[src/rtl/btb_pkg.sv]
package btb_pkg;
    typedef enum logic [1:0] {
        PEN_IDLE   = 2'd0,
        PEN_FIRST  = 2'd1,
        PEN_SECOND = 2'd2
    } pen_state_e;
endpackage

[src/rtl/btb_cam.sv]
module btb_cam #(
    parameter int N  = 4,
    parameter int W  = 32,
    parameter int IW = (N > 1) ? $clog2(N) : 1
) (
    input  logic [N-1:0]  ent_v,
    input  logic [W-1:0]  ent_tag [N],
    input  logic [W-1:0]  key,
    output logic [N-1:0]  vec,
    output logic          hit,
    output logic [IW-1:0] idx
);
    for (genvar g = 0; g < N; g++) begin : g_cmp
        assign vec[g] = ent_v[g] && (ent_tag[g] == key);
    end

    assign hit = |vec;

    always_comb begin
        idx = '0;
        for (int i = N - 1; i >= 0; i--) begin
            if (vec[i]) idx = IW'(i);
        end
    end
endmodule

[src/rtl/btb_victim.sv]
module btb_victim #(
    parameter int N  = 4,
    parameter int IW = (N > 1) ? $clog2(N) : 1
) (
    input  logic [N-1:0]  ent_v,
    input  logic [IW-1:0] rr_ptr,
    output logic [IW-1:0] vic,
    output logic          use_rr
);
    logic          found;
    logic [IW-1:0] free_idx;

    always_comb begin
        found    = 1'b0;
        free_idx = '0;
        for (int i = N - 1; i >= 0; i--) begin
            if (!ent_v[i]) begin
                found    = 1'b1;
                free_idx = IW'(i);
            end
        end
    end

    assign use_rr = !found;
    assign vic    = found ? free_idx : rr_ptr;
endmodule

[src/rtl/btb_top.sv]
module btb_top
    import btb_pkg::*;
#(
    parameter int PC_W    = 32,
    parameter int ENTRIES = 4,
    parameter int PC_STEP = 4
) (
    input  logic            clk,
    input  logic            rst_n,
    input  logic [PC_W-1:0] fetch_pc,
    output logic            pred_hit,
    output logic [PC_W-1:0] pred_next_pc,
    input  logic            res_valid,
    input  logic [PC_W-1:0] res_pc,
    input  logic            res_taken,
    input  logic [PC_W-1:0] res_target,
    output logic            flush,
    output logic            redirect,
    output logic [PC_W-1:0] redirect_pc
);
    localparam int IW = (ENTRIES > 1) ? $clog2(ENTRIES) : 1;
    localparam logic [IW-1:0] LAST = IW'(ENTRIES - 1);

    logic [ENTRIES-1:0] ent_v;
    logic [PC_W-1:0]    ent_tag [ENTRIES];
    logic [PC_W-1:0]    ent_tgt [ENTRIES];
    logic [IW-1:0]      rr_ptr;

    logic [ENTRIES-1:0] lk_vec, up_vec;
    logic               lk_hit, up_hit;
    logic [IW-1:0]      lk_idx, up_idx;
    logic [IW-1:0]      vic;
    logic               use_rr;
    logic               misp;
    logic               do_ins;

    pen_state_e state, state_nx;

    btb_cam #(.N(ENTRIES), .W(PC_W), .IW(IW)) u_lk_cam (
        .ent_v(ent_v), .ent_tag(ent_tag), .key(fetch_pc),
        .vec(lk_vec), .hit(lk_hit), .idx(lk_idx)
    );

    btb_cam #(.N(ENTRIES), .W(PC_W), .IW(IW)) u_up_cam (
        .ent_v(ent_v), .ent_tag(ent_tag), .key(res_pc),
        .vec(up_vec), .hit(up_hit), .idx(up_idx)
    );

    btb_victim #(.N(ENTRIES), .IW(IW)) u_vic (
        .ent_v(ent_v), .rr_ptr(rr_ptr), .vic(vic), .use_rr(use_rr)
    );

    // Lookup path (combinational, sees contents before this cycle's result)
    assign pred_hit     = lk_hit;
    assign pred_next_pc = lk_hit ? ent_tgt[lk_idx] : fetch_pc + PC_W'(PC_STEP);

    // Result classification
    assign do_ins = res_valid && res_taken && !up_hit;
    always_comb begin
        misp = 1'b0;
        if (res_valid) begin
            if (up_hit) misp = !res_taken || (ent_tgt[up_idx] != res_target);
            else        misp = res_taken;
        end
    end

    // Valid bits and round-robin pointer
    always_ff @(posedge clk) begin
        if (!rst_n) begin
            ent_v  <= '0;
            rr_ptr <= '0;
        end else if (res_valid) begin
            if (up_hit && !res_taken) begin
                ent_v[up_idx] <= 1'b0;
            end else if (do_ins) begin
                ent_v[vic] <= 1'b1;
                if (use_rr) rr_ptr <= (rr_ptr == LAST) ? '0 : rr_ptr + 1'b1;
            end
        end
    end

    // Tag and destination storage
    always_ff @(posedge clk) begin
        if (do_ins) begin
            ent_tag[vic] <= res_pc;
            ent_tgt[vic] <= res_target;
        end else if (res_valid && up_hit && res_taken) begin
            ent_tgt[up_idx] <= res_target;
        end
    end

    // Penalty state machine: state register
    always_ff @(posedge clk) begin
        if (!rst_n) begin
            state       <= PEN_IDLE;
            redirect_pc <= '0;
        end else begin
            state <= state_nx;
            if (misp) redirect_pc <= res_taken ? res_target : res_pc + PC_W'(PC_STEP);
        end
    end

    always_comb begin
        state_nx = state;
        unique case (state)
            PEN_IDLE:   state_nx = misp ? PEN_FIRST : PEN_IDLE;
            PEN_FIRST:  state_nx = misp ? PEN_FIRST : PEN_SECOND;
            PEN_SECOND: state_nx = misp ? PEN_FIRST : PEN_IDLE;
            default:    state_nx = PEN_IDLE;
        endcase
    end

    // Penalty state machine: outputs
    always_comb begin
        flush    = 1'b0;
        redirect = 1'b0;
        unique case (state)
            PEN_IDLE:   ;
            PEN_FIRST:  begin flush = 1'b1; redirect = 1'b1; end
            PEN_SECOND: flush = 1'b1;
            default:    ;
        endcase
    end
endmodule

[config.mk]
export PLATFORM = sky130hd
export DESIGN_NAME = btb_top
export DESIGN_NICKNAME = d
export VERILOG_FILES = /design/src/rtl/btb_pkg.sv /design/src/rtl/btb_cam.sv /design/src/rtl/btb_victim.sv /design/src/rtl/btb_top.sv
export SDC_FILE = /design/constraint.sdc
export NUM_CORES = 1
export LEC_CHECK = 0
export BUFFER_PORTS_ARGS = -buffer_cell sky130_fd_sc_hd__buf_4
export CAP_MARGIN = 5
export CORE_AREA = 2 2 200 143
export DETAILED_ROUTE_END_ITERATION = 16
export DIE_AREA = 0 0 202 145
export GPL_TIMING_DRIVEN = 0
export PLACE_DENSITY_LB_ADDON = 0.15
export SLEW_MARGIN = 25
export SYNTH_ARGS = -nofsm -noshare
export SYNTH_HDL_FRONTEND = slang
export SYNTH_HIERARCHICAL = 1
export SYNTH_SLANG_ARGS = --single-unit
[constraint.sdc]
create_clock -name clk -period 7.16 [get_ports clk]
set_clock_uncertainty 0.05 [all_clocks]
set_input_delay 1.432 -clock clk [delete_from_list [all_inputs] [get_ports clk]]
set_output_delay 1.432 -clock clk [all_outputs]
set_load 0.005 [all_outputs]
==> summary.txt, run 1 <==
synth warn = 6
final cycle utilization of the critical path = 98.4%
Worst Hold End = redirect_pc[28]$_SDFFE_PN0P_
Worst Max-Slew Pin Slew = 1030 ps
WHS Path Cells = 2
die span in y = 145 um
drt pass-1 iters = 7
Synth Cell Area = 16,200 sq um
CTS buffer count = 29
flop2flop setup slack = 1120 ps
Net Switching = 0.963 mW
GRT Total Usage = 35.9%
pin count of the biggest net entering global routing = 27
Lkg Pwr = 6.74 nW
Critical Path RT = 5680 ps
Avg WL per Cell = 28.0 um
first-pass GRT wire length = 76.6 mm
Final setup violation count = 0
RSZ-0062 raised after global routing = no
vias in the first global route = 11,907
Setup TNS Final = 0 ps
Nets = 1,615
Hold Vio Cnt, Final = 0
CTS root buffer = clkbuf_16
dpl cell area = 18,100 sq um
final core utilization = 69.9%
crit path max fanout = 10
syn_nets = 1,399
Internal Pwr Total = 3.04 mW
CTS H-tree lvls = 1
clk slew on worst S/H paths = 60 ps
status = complete, no violations
Die ar. = 29,300 sq um
Seq pwr share = 48.5%
Core Footprint = 27,400 sq um
Placed Cells = 1,847
max-slew violations = 0
synthesized area per cell = 12.5 sq um
R2R depth = 15
HP Start = redirect_pc[28]$_SDFFE_PN0P_
Max Fclk = 142 MHz
Post-DRT Antenna Nets = 0
Critical R2R Capture = redirect_pc[12]$_SDFFE_PN0P_
Gate power share = 11.2%
quantity of I/O buffers inserted on ports = 165
Via density = 6.50
asr flop ratio synth = 0%
Synth Register Bits = 296
Max IR drop VDD = 0.000192 V
Worst Setup End Kind = output port
Rel. slew slack = 30.6%
CP Class = input pin to output port
hold buffer count at CTS = 0
design area = 19,100 sq um
grt ovf = 0
synthesis-to-layout area growth = 18.4%
final critical-path required period = 7050 ps
clock power share = 40.4%
post-CTS setup buffers = 0
detailed placement HPWL = 39.2 mm
Final Non-Filler Cells = 1,901
Skew-Pair Late Insertion Delay = 550 ps
pwr dens = 209 nW/um^2
Crit Reg-Reg Startpoint = ent_tag[84]$_DFFE_PP_
CTS tree = yes
1st-iter DRT viols = 1,643
layout cells sized above 1 = 20.7%
HP Class = flop to flop
switch share = 24.1%
TritonCTS Sinks = 296
total power = 4.00 mW
# IOs = 167
post-cts resize count = 0
register area share after synthesis = 52.5%
crit path launch = fetch_pc[13]
Post-synth EDFFs = 256
Yosys cell types = 58
Crit-path slowest cell = nor4_1
critical path arrival = 5570 ps
width of the die = 202 um
Post-Synthesis Cells = 1,292
CTS Buffer Depth = 3
routability cong. = 0.996
Crit path top cell by count = buf_4
dominant synthesized flop cell = edfxtp_1
# diodes = 0
CP peak stage delay = 890 ps
starting density of the core = 59.0%
DR DRC count = 0
Cell Chain, Critical Path = buf_4 > xor2_1 > nor4_1 > nand3_1 > nor3_2 > nor2_1 > nor3_1 > buf_1 > mux4_2 > nand2_1 > o21ai_0 > buf_4
final wirelength = 53.2 mm
Worst setup SP type = input pin
maxcap violations = 0
antenna violations before repair = 1
vias = 12,353
num rows = 51
[routing by layer]
layer	wire [um]	track usage, %	part of all wire (%)	vias to the layer above
li1	-	-	-	5222
met1	22100	54.2	41	6073
met2	21300	48.8	40	937
met3	8240	12.7	15	119
met4	1610	10.3	3.0	2
met5	9	0	0.017	-
[flip-flops by register name (all words and copies together) (netlist names)]
register,flops
ent_tag,128
ent_tgt,128
ent_v,4
redirect_pc,32
rr_ptr,2
state,2
[cells by family after synthesis]
kind of cell / after synthesis / share of synthesized area (%)
compound gates: 109 / 4.44
xor+xnor: 337 / 18.3
fa+ha+maj: 7 / 0.542
buf+inv: 62 / 1.72
flops: 296 / 52.5
mux: 118 / 11.3
simple gates: 363 / 11.3
[layout make-up]
| type | instances | area [sq um] |
|---|---|---|
| multi-input cells | 934 | 7450 |
| repair buffers | 185 | 1460 |
| clock buffers | 30 | 729 |
| well taps | 371 | 464 |
| clock inverters | 23 | 263 |
| flip-flops and latches | 296 | 8490 |
| plain buffers | 45 | 216 |
| fillers | 1962 | 8240 |
| inverters | 17 | 63.8 |
[per-stage QoR]
stage / setup slack [ps] / hold WS, ps
finish: 113 / 415
global route: 100 / 435
CTS: 217 / 416
detailed placement: 221 / 409
global placement: -1500 / 404
floorplan: 831 / 401
[cells in the final DEF (no fill, tap or decap), drive strengths merged, types with 6 or more instances in the layout]
master | netlist | layout
buf | 19 | 202
ha | 7 | 7
mux4 | 51 | 51
nor4 | 61 | 61
inv | 17 | 18
clkinv | 0 | 16
nand3 | 41 | 41
a21oi | 6 | 6
o21ai | 52 | 52
nor3 | 32 | 32
nand4 | 24 | 24
bufinv | 0 | 6
xnor2 | 51 | 51
mux2i | 64 | 64
xor2 | 286 | 286
o211ai | 20 | 20
nand2 | 132 | 132
dfxtp | 40 | 40
nor2 | 33 | 33
edfxtp | 256 | 256
clkbuf | 26 | 58
nand2b | 16 | 16
[worst max-delay path: cells and delay by family]
kind	cells	cell delay, ps
compound gates	1	210
simple gates	6	2130
buf+inv	3	1150
xor+xnor	1	180
mux	1	450
[synthesized netlist by cell type (all sizes together) (3+ instances only)]
library cell    n  area [sq um]
o211ai         20           150
dfxtp          40           801
and4            3          26.3
nor2           33           124
nor2b           3          18.8
o21a            3          22.5
and3            4          25.0
nor3           32           190
xor2          286          2500
a31oi           3          18.8
nand4          24           150
clkbuf         26          97.6
mux2            3          33.8
xnor2          51           447
o221a           4          45.0
o21ai          52           264
o211a           3          30.0
ha              7          87.6
inv            17          63.8
mux4           51          1150
nand2         132           495
nor4           61           382
a21oi           6          30.0
mux2i          64           641
nand2b         16           100
nand3          41           205
edfxtp        256          7690
buf            19           116
[worst max path at each step]
stage	to	slack [ps]	cells past startpoint
6_report	pred_next_pc[12]	110	12
4_1_cts	pred_next_pc[12]	220	13
3_3_place_gp	ent_tag[107]$_DFFE_PP_	-1500	9
5_1_grt	pred_next_pc[12]	100	12
3_5_place_dp	pred_next_pc[12]	220	13
2_1_floorplan	ent_v[2]$_SDFFE_PN0P_	830	8
[power by group through the flow]
stage | Combinational, mW | Sequential, mW | Clock (mW)
2_1_floorplan | 0.180 | 1.97 | 0
6_report | 0.446 | 1.94 | 1.61
4_1_cts | 0.433 | 1.94 | 1.62
5_1_grt | 0.466 | 1.94 | 1.69
3_5_place_dp | 0.429 | 1.97 | 0
3_3_place_gp | 0.416 | 1.98 | 0
(Power assumes the default switching activity.)
==> run 2: changes to the inputs <==
==> constraint.sdc (replaced) <==
create_clock -name clk -period 7.16 [get_ports clk]
set_clock_uncertainty 0.05 [all_clocks]
set_input_delay 0.716 -clock clk [delete_from_list [all_inputs] [get_ports clk]]
set_output_delay 0.716 -clock clk [all_outputs]
set_load 0.005 [all_outputs]
==> run 2 against run 1 <==
  * Power about the same
  * Register-to-register slack worse by 40 ps
  * Largest power group unchanged
  * Clock-buffer cell count unchanged
  * Clock power about the same
  * Via count up 0.23%
  * Combinational power about the same
==> summary.txt, run 2 (synthesized netlist as in run 1, its figures left out) <==
Max IR drop VDD = 0.000194 V (+0.89%)
pin count of the biggest net entering global routing = 27 (unchanged)
Final setup violation count = 0 (unchanged)
quantity of I/O buffers inserted on ports = 165 (unchanged)
critical path arrival = 6490 ps (+920 ps)
Post-DRT Antenna Nets = 0 (unchanged)
CTS buffer count = 29 (unchanged)
HP Class = input pin to flop
CTS Buffer Depth = 3 (unchanged)
routability cong. = 0.996 (unchanged)
Crit-path slowest cell = nor4_1
final wirelength = 53.3 mm (+0.18%)
Nets = 1,615 (unchanged)
Placed Cells = 1,847 (unchanged)
1st-iter DRT viols = 1,690 (+2.9%)
synthesis-to-layout area growth = 18.3% (about the same)
GRT Total Usage = 35.9% (unchanged)
Lkg Pwr = 6.74 nW (about the same)
most frequent cells in the layout = 286 x xor2_1, 256 x edfxtp_1, 175 x buf_4
die span in y = 145 um (unchanged)
Worst Setup End Kind = flop
num rows = 51 (unchanged)
drt pass-1 iters = 6 (-1)
HP Start = res_target[21]
Crit Reg-Reg Startpoint = ent_tag[84]$_DFFE_PP_
max-slew violations = 0 (unchanged)
detailed placement HPWL = 39.2 mm (unchanged)
vias = 12,381 (+0.23%)
Die ar. = 29,300 sq um (unchanged)
TritonCTS Sinks = 296 (unchanged)
DR DRC count = 0 (unchanged)
post-CTS setup buffers = 0 (unchanged)
layout cells sized above 1 = 20.7% (-0.065 points)
Rel. slew slack = 33.0% (+2.5 points)
vias in the first global route = 11,907 (unchanged)
starting density of the core = 59.0% (unchanged)
CTS tree = yes
maxcap violations = 0 (unchanged)
# IOs = 167 (unchanged)
Largest regs = ent_tag: 128 flops, ent_tgt: 128 flops, redirect_pc: 32 flops
Final Non-Filler Cells = 1,901 (unchanged)
Avg WL per Cell = 28.1 um (+0.18%)
status = complete, no violations
Worst setup SP type = flop
crit path launch = ent_tag[84]$_DFFE_PP_
fill count = 1,963 (+0.051%)
CP peak stage delay = 810 ps (-80 ps)
clk slew on worst S/H paths = 60 ps (about the same)
CTS H-tree lvls = 1 (unchanged)
Cell Chain, Critical Path = xor2_1 > nor4_1 > nand3_1 > nor3_2 > inv_1 > a21oi_1 > buf_4 > mux4_2 > xnor2_1 > nand4_1 > a2111oi_1 > nand4_1 > o21ai_2 > buf_4 > mux2i_1
Via density = 6.51 (+0.23%)
Max Fclk = 164 MHz (+16%)
commonest non-fill, non-tap cell in the layout = xor2_1
# diodes = 0 (unchanged)
first-pass GRT wire length = 76.6 mm (unchanged)
hold buffer count at CTS = 0 (unchanged)
RSZ-0062 raised after global routing = no
Hold Vio Cnt, Final = 0 (unchanged)
antenna violations before repair = 1 (unchanged)
crit path max fanout = 10 (unchanged)
Core Footprint = 27,400 sq um (unchanged)
final cycle utilization of the critical path = 84.9% (-14 points)
final critical-path required period = 6080 ps (-967 ps)
pwr dens = 209 nW/um^2 (about the same)
post-cts resize count = 0 (unchanged)
Skew-Pair Late Insertion Delay = 560 ps (about the same)
Worst Max-Slew Pin Slew = 996 ps (-36.6 ps)
width of the die = 202 um (unchanged)
CP Class = flop to flop
total power = 4.00 mW (about the same)
Critical Path RT = 7570 ps (+1890 ps)
grt ovf = 0 (unchanged)
CTS root buffer = clkbuf_16
## run 2: changes by cell type in the layout (fill, tap and decap cells not counted)
cell      before  now
buf_1          6    7
clkbuf_2       2    1
## run 2: through the flow
stage                     setup TNS, ps  setup WS (ps)  util [%]  area [sq um]  hold slack (ps)
after detailed placement              0           1060      66.2         18100              409
final                                 0           1080      69.9         19100              342
after floorplan                       0           1550         -         16200              401
after CTS                             0           1560      69.8         19100              334
after global routing                  0            993      69.9         19100              335
after global placement           -42210           -779      65.3         17900              404
## run 2: power breakdown
part | switching (mW) | internal, mW | total, mW
Clock | 0.664 | 0.953 | 1.62
Combinational | 0.276 | 0.171 | 0.447
Sequential | 0.0252 | 1.91 | 1.94
Total | 0.965 | 3.04 | 4.00
## run 2: critical path, delay by kind of cell (launching register included)
family / cells / cell delay [ps]
xor gates and xnor gates: 2 / 750
and+or+nand+nor: 5 / 1980
buffers and inverters: 3 / 740
DFF: 1 / 420
AOI/OAI and AO/OA: 3 / 1220
muxes: 2 / 820
## run 2: layer usage
| layer | GRT usage [%] | vias to the layer above | wire [um] |
|---|---|---|---|
| li1 | - | 5227 | - |
| met1 | 54.2 | 6076 | 21800 |
| met2 | 48.8 | 961 | 21400 |
| met3 | 12.7 | 115 | 8620 |
| met4 | 10.3 | 2 | 1540 |
| met5 | 0 | - | 9 |
## run 2: final timing paths
path	end	slack (ps)	cells after the start
worst min register to register	redirect_pc[28]$_SDFFE_PN0P_	410	2
worst max register to register	redirect_pc[12]$_SDFFE_PN0P_	1080	15
worst min-delay path	ent_tgt[1][21]$_DFFE_PP_	340	1
worst max-delay path	redirect_pc[12]$_SDFFE_PN0P_	1080	15
## run 2: layout make-up
cell class	instances	area [sq um]	area share (%)
tap	371	464	2.43
inverter	17	63.8	0.334
clock inverter	23	263	1.37
timing repair buffer	185	1460	7.61
clock buffer	30	729	3.81
sequential	296	8490	44.4
buffer	45	215	1.12
multi-input combinational	934	7450	38.9
